==> src/rtl/lsm_pkg.sv <==
package lsm_pkg;
   localparam int LSM_MASK_W = 16;
   localparam int LSM_RN_W   = 5;

   typedef struct packed {
      logic                  pre;
      logic                  up;
      logic                  alt;
      logic                  wback;
      logic                  load;
      logic [LSM_RN_W-1:0]   rn;
      logic                  bank;
      logic [LSM_MASK_W-1:0] mask;
   } lsm_fields_t;
endpackage

==> src/rtl/lsm_decode.sv <==
module lsm_decode
   import lsm_pkg::*;
#(
   parameter int MASK_W = LSM_MASK_W
) (
   input  logic [31:0]  instr,
   output lsm_fields_t  fields,
   output logic         is_lsm
);
   generate
      if (MASK_W != 16) begin : g_bad_w
         $error("lsm_decode: encoding carries exactly 16 mask bits");
      end
   endgenerate

   // class code and the two zero pad bits
   assign is_lsm = (instr[31:29] == 3'b100) && (instr[8:7] == 2'b00);

   // field positions
   always_comb begin
      fields.pre   = instr[28];
      fields.up    = instr[27];
      fields.alt   = instr[26];
      fields.wback = instr[25];
      fields.load  = instr[24];
      fields.rn    = instr[23:19];
      fields.bank  = instr[6];
      fields.mask  = {instr[18:9], instr[5:0]};
   end
endmodule

==> src/rtl/lsm_popcnt.sv <==
module lsm_popcnt #(
   parameter int MASK_W = 16,
   localparam int CNT_W = $clog2(MASK_W + 1)
) (
   input  logic [MASK_W-1:0] mask,
   output logic [CNT_W-1:0]  cnt
);
   logic [CNT_W-1:0] part [MASK_W+1];

   assign part[0] = '0;
   for (genvar g = 0; g < MASK_W; g++) begin : g_sum
      assign part[g+1] = part[g] + CNT_W'(mask[g]);
   end
   assign cnt = part[MASK_W];
endmodule

==> src/rtl/lsm_lowbit.sv <==
module lsm_lowbit #(
   parameter int MASK_W     = 16,
   parameter bit ENC_ONEHOT = 1'b1,
   localparam int IDX_W     = $clog2(MASK_W)
) (
   input  logic [MASK_W-1:0] mask,
   output logic [MASK_W-1:0] onehot,
   output logic [IDX_W-1:0]  idx
);
   assign onehot = mask & (~mask + 1'b1);

   generate
      if (ENC_ONEHOT) begin : g_enc
         always_comb begin
            idx = '0;
            for (int i = 0; i < MASK_W; i++)
               if (onehot[i]) idx = idx | IDX_W'(i);
         end
      end else begin : g_scan
         always_comb begin
            idx = '0;
            for (int i = MASK_W - 1; i >= 0; i--)
               if (mask[i]) idx = IDX_W'(i);
         end
      end
   endgenerate
endmodule

==> src/rtl/lsm_seq.sv <==
module lsm_seq
   import lsm_pkg::*;
#(
   parameter int AW         = 32,
   parameter int MASK_W     = LSM_MASK_W,
   parameter int WORD_BYTES = 4,
   parameter bit ENC_ONEHOT = 1'b1,
   localparam int CNT_W     = $clog2(MASK_W + 1),
   localparam int IDX_W     = $clog2(MASK_W),
   localparam int REG_W     = IDX_W + 1,
   localparam int SH        = $clog2(WORD_BYTES)
) (
   input  logic             clk,
   input  logic             rst_n,
   input  logic             start,
   input  logic [31:0]      instr,
   input  logic [AW-1:0]    base_val,
   input  logic             mem_rdy,
   output logic             busy,
   output logic             done,
   output logic             req_valid,
   output logic             req_load,
   output logic             req_alt,
   output logic [AW-1:0]    req_addr,
   output logic [REG_W-1:0] req_reg,
   output logic             wb_valid,
   output logic [LSM_RN_W-1:0] wb_reg,
   output logic [AW-1:0]    wb_value
);
   generate
      if (AW < 8 || WORD_BYTES != 4 || REG_W != LSM_RN_W) begin : g_bad_cfg
         $error("lsm_seq: unsupported parameter combination");
      end
   endgenerate

   lsm_fields_t f;
   logic        dec_ok;
   logic [CNT_W-1:0]  cnt;
   logic [MASK_W-1:0] low_oh;
   logic [IDX_W-1:0]  low_idx;

   logic              busy_q, done_q, bank_q, load_q, alt_q, wb_q;
   logic [MASK_W-1:0] mask_q;
   logic [AW-1:0]     addr_q, wbval_q;
   logic [LSM_RN_W-1:0] rn_q;

   lsm_decode #(.MASK_W(MASK_W)) u_dec (.instr(instr), .fields(f), .is_lsm(dec_ok));
   lsm_popcnt #(.MASK_W(MASK_W)) u_pop (.mask(f.mask), .cnt(cnt));
   lsm_lowbit #(.MASK_W(MASK_W), .ENC_ONEHOT(ENC_ONEHOT)) u_low (
      .mask(mask_q), .onehot(low_oh), .idx(low_idx));

   // span, start address, final base
   logic [AW-1:0] step, span, start_raw, wb_calc;
   logic          accept, last, beat;

   assign step      = AW'(WORD_BYTES);
   assign span      = AW'(cnt) << SH;
   assign start_raw = f.up ? (base_val + (f.pre ? step : '0))
                           : (base_val - span + (f.pre ? '0 : step));
   assign wb_calc   = f.up ? (base_val + span) : (base_val - span);
   assign accept    = start && dec_ok && !busy_q;
   assign beat      = busy_q && mem_rdy;
   assign last      = (mask_q & (mask_q - 1'b1)) == '0;

   always_ff @(posedge clk or negedge rst_n) begin
      if (!rst_n) begin
         busy_q  <= 1'b0;
         done_q  <= 1'b0;
         bank_q  <= 1'b0;
         load_q  <= 1'b0;
         alt_q   <= 1'b0;
         wb_q    <= 1'b0;
         mask_q  <= '0;
         addr_q  <= '0;
         wbval_q <= '0;
         rn_q    <= '0;
      end else begin
         done_q <= 1'b0;
         if (accept) begin
            bank_q  <= f.bank;
            load_q  <= f.load;
            alt_q   <= f.alt;
            wb_q    <= f.wback;
            rn_q    <= f.rn;
            wbval_q <= wb_calc;
            mask_q  <= f.mask;
            addr_q  <= {start_raw[AW-1:SH], {SH{1'b0}}};
            if (f.mask == '0) done_q <= 1'b1;
            else              busy_q <= 1'b1;
         end else if (beat) begin
            mask_q <= mask_q & ~low_oh;
            addr_q <= addr_q + step;
            if (last) begin
               busy_q <= 1'b0;
               done_q <= 1'b1;
            end
         end
      end
   end

   assign busy      = busy_q;
   assign done      = done_q;
   assign req_valid = busy_q;
   assign req_load  = load_q;
   assign req_alt   = alt_q;
   assign req_addr  = addr_q;
   assign req_reg   = {bank_q, low_idx};
   assign wb_valid  = done_q && wb_q;
   assign wb_reg    = rn_q;
   assign wb_value  = wbval_q;

   p_ignore_bad_r1: assert property (@(posedge clk) disable iff (!rst_n)
      (!busy && start && !dec_ok) |=> (!busy && !done));
   p_ascend_r4: assert property (@(posedge clk) disable iff (!rst_n)
      (req_valid && mem_rdy) |=> (!req_valid || (req_reg > $past(req_reg))));
   p_step_r6: assert property (@(posedge clk) disable iff (!rst_n)
      (req_valid && mem_rdy) |=> (!req_valid || (req_addr == $past(req_addr) + step)));
   p_align_r6: assert property (@(posedge clk) disable iff (!rst_n)
      req_valid |-> (req_addr[1:0] == 2'b00));
   p_hold_r7: assert property (@(posedge clk) disable iff (!rst_n)
      (req_valid && !mem_rdy) |=> (req_valid && $stable(req_addr) && $stable(req_reg)
                                   && $stable(req_load)));
   p_done_idle_r8: assert property (@(posedge clk) disable iff (!rst_n)
      done |-> !busy);
   p_done_cause_r8: assert property (@(posedge clk) disable iff (!rst_n)
      done |-> ($past(busy) || $past(start)));
   p_wb_with_done_r10: assert property (@(posedge clk) disable iff (!rst_n)
      wb_valid |-> done);
endmodule

==> config.mk <==
export PLATFORM = sky130hd
export DESIGN_NAME = lsm_seq
export DESIGN_NICKNAME = d
export VERILOG_FILES = /design/src/rtl/lsm_pkg.sv /design/src/rtl/lsm_decode.sv /design/src/rtl/lsm_popcnt.sv /design/src/rtl/lsm_lowbit.sv /design/src/rtl/lsm_seq.sv
export SDC_FILE = /design/constraint.sdc
export NUM_CORES = 1
export LEC_CHECK = 0
export ABC_AREA = 1
export BUFFER_PORTS_ARGS = -buffer_cell sky130_fd_sc_hd__clkbuf_2
export CAP_MARGIN = 20
export CELL_PAD_IN_SITES_DETAIL_PLACEMENT = 1
export CELL_PAD_IN_SITES_GLOBAL_PLACEMENT = 2
export CORE_AREA = 3 3 213 152
export DETAILED_ROUTE_END_ITERATION = 12
export DIE_AREA = 0 0 216 155
export PLACE_DENSITY = 0.88
export SYNTH_ARGS = -nofsm -noshare
export SYNTH_HDL_FRONTEND = slang
export SYNTH_SLANG_ARGS = --single-unit
export TNS_END_PERCENT = 10
==> constraint.sdc <==
create_clock -name clk -period 5.4 [get_ports clk]
set_input_delay 0.54 -clock clk [delete_from_list [all_inputs] [get_ports clk]]
set_output_delay 0.54 -clock clk [all_outputs]
set_load 0.01 [all_outputs]
==> impl_metrics.ini <==
[pwr]
power.share.clock_pct = 13.9
internal-power_mw = 2.73
switching_share_pct = 48.8
power_density_nw_per_um2 = 435
combPwrFrac_pct = 64.9
cellLeakagePower_nw = 6.00
seqPwrFrac_pct = 21.3
p_sw_mw = 2.60
peakVddDrop_uv = 211

[worst_setup_path]
cpMaxStageDelayCell = fa_1
critPathMaxFanout = 5
critical-path-max-stage-delay_ns = 0.55
crit_top_cell = nand2_1
crit_family = adder cells
end_kind = register
critical_path_arrival_ns = 5.94
timing.setup.critical_path_class = in -> reg
path_buf_inv = 7
cp-start-kind = primary input
worstPathRequired_ns = 5.65

[route]
routed_wl_mm = 42.2
dr.pass1.iters = 5
vias = 11024
drtIter0Drc = 738
via_per_inst = 5.18
drc = 0
wl_per_cell_microns = 19.9
route.antenna.remaining_nets = 0

[global_route]
antenna_found_initial = 0
grt.total_usage_pct = 24.8
grt_pass1_wl_mm = 64.9
overflow = 0
grt_max_degree = 66
grt_pass1_vias = 11168

[die]
ios = 148
dieHeight_microns = 155
core_region_area_sq_um = 30200
die_w_microns = 216
die_area_sq_um = 33500
start_util_pct = 30.1
num_rows = 53

[synth]
synth_area_per_cell_sq_um = 6.37
ys_async_sr_fraction_pct = 100
yosysTopAreaCell = dfrtp_1
synth.area.top_cells = dfrtp_1 24%, nand2_1 16%, inv_1 7.2%
yosysTopAreaCellShare_pct = 24.5
netlist_instances = 1428
yosys_warnings = 0
synth_commonest_cells = 397 x nand2_1, 174 x inv_1, 159 x nor2_1
synth_seq_cells = 89
ys.flop_type = dfrtp_1
yosysMostFrequentCell = nand2_1
syn_area_sq_um = 9090
synth_edf_count = 0
synth_seq_area_share_pct = 24.5
ys_types = 58

[clocking]
cts_tree = yes
cts.root.buffer_cell = clkbuf_16
insertion_delay_ns = 0.37
cts_buffers = 9
cts-htree-levels = 3
clk_path_buf_depth = 2
clk_pin_slew_ns = 0.08
clkSinkCount = 89

[placement]
dp.cells = 2087
place_congestion = 0.968
pre_cts_ws_ns = -1.00
hpwl_mm = 33.1
portBuffers = 145
placed_area_sq_um = 11300

[cells_and_area]
drive_gt1_share_pct = 30.0
finish.utilization_pct = 40.5
area_growth_pct = 34.8
fin_nets = 1813
stdcell_area_sq_um = 12300
n_antenna_cell = 0
largest_reg_flops = 32
fin_cells = 2127

[timing]
tightest_slew_ns = 0.978
setup_slack_ns = -0.287
fin_crit_sh_pct = 105
rsz0062_at_grt = yes
fin_skew_ns = 0.0126
finalCriticalPeriod_ns = 5.69
max_freq_mhz = 176
drv_slew = 0
finalHoldViolCount = 0
setup_viol_count_final = 34
max_slew_margin_pct = 34.4

[worst_hold_path]
hp-class = in -> async

[run_status]
outcome = finished, violations left
violations = setup timing

[flow_run]
maxCapViolations = 0
==> final cells by class <==
type                    count  area, sq um
clock inverters             7          100
multi-input cells        1108         6380
inverters                 186          707
clock buffers               9          225
repair buffers            316         2100
fillers                  3974        18000
flip-flops and latches     89         2230
well taps                 412          515
==> logic make-up after synthesis <==
| group | Yosys count | synth area share [%] |
|---|---|---|
| simple gates | 818 | 41.1 |
| fa+ha+maj | 35 | 5.81 |
| compound gates | 207 | 13.7 |
| xor+xnor | 44 | 4.49 |
| mux | 2 | 0.220 |
| buf+inv | 232 | 10.2 |
| flops | 89 | 24.5 |
| other cells | 1 | 0.0412 |
==> path summary, 6_finish.rpt <==
| path | endpoint | from | cells after the start | slack (ns) |
|---|---|---|---|---|
| max | req_addr[24]$_DFFE_PN0P_ | instr[10] | 31 | -0.29 |
| min | mask_q[10]$_DFFE_PN0P_ | rst_n | 1 | 0.15 |
| max reg2reg | req_addr[9]$_DFFE_PN0P_ | busy$_DFFE_PN0P_ | 8 | 2.53 |
| min reg2reg | wb_value[29]$_DFFE_PN0P_ | wb_value[29]$_DFFE_PN0P_ | 2 | 0.49 |
| max in group asynchronous | wb_value[28]$_DFFE_PN0P_ | rst_n | 2 | 4.11 |
| min in group clk | req_load$_DFFE_PN0P_ | instr[24] | 3 | 0.37 |
==> routing by layer <==
metal,up-vias,track usage [%],share of wire [%]
li1,5194,-,-
met5,-,0,0
met4,0,6.47,2.3
met1,5418,34.9,46
met2,358,39.8,45
met3,54,4.10,6.2
==> repair_timing <==
item	in CTS	in global routing
resized for setup	68	58
pin swaps	30	15
hold buffers	0	0
endpoints found under the setup margin	47	47
setup buffers	16	8
==> cells in the final DEF, fill, tap and decap left out, types with 6 or more instances in the layout <==
master     instances
ha_1              18
nand3_4            6
inv_1            162
nor2_4            31
o211ai_1          26
nand2_4           11
fa_1               7
buf_6             11
a21oi_1           36
nor4_1            12
nor3_1            26
clkbuf_16          9
nor2_1           145
xor2_1            33
nor2_2            25
buf_4            161
dfrtp_1           89
nand2_1          374
inv_2             19
nand3_1           94
clkbuf_2         141
a31oi_1           24
nand3_2            8
nand4_1           29
o21ai_0           63
nand2_2           39
o21ai_1           17
==> per-stage QoR <==
step | setup TNS (ns) | hold slack (ns) | total power [mW]
3_5_place_dp | -37.12 | 0.467 | 3.95
6_report | -4.59 | 0.154 | 5.33
5_1_grt | -14.25 | 0.194 | 5.70
2_1_floorplan | -0.263 | 0.244 | 2.72
4_1_cts | -3.81 | 0.183 | 5.09
3_3_place_gp | -31.03 | 0.460 | 3.84
==> power by group through the flow <==
stage | sequential, mW | combinational, mW | clock [mW]
floorplan | 1.16 | 1.56 | 0
global placement | 1.13 | 2.71 | 0
detailed placement | 1.14 | 2.81 | 0
CTS | 1.13 | 3.21 | 0.745
global route | 1.17 | 3.75 | 0.776
finish | 1.13 | 3.45 | 0.738
No activity file was read; power rests on OpenSTA's default activity.
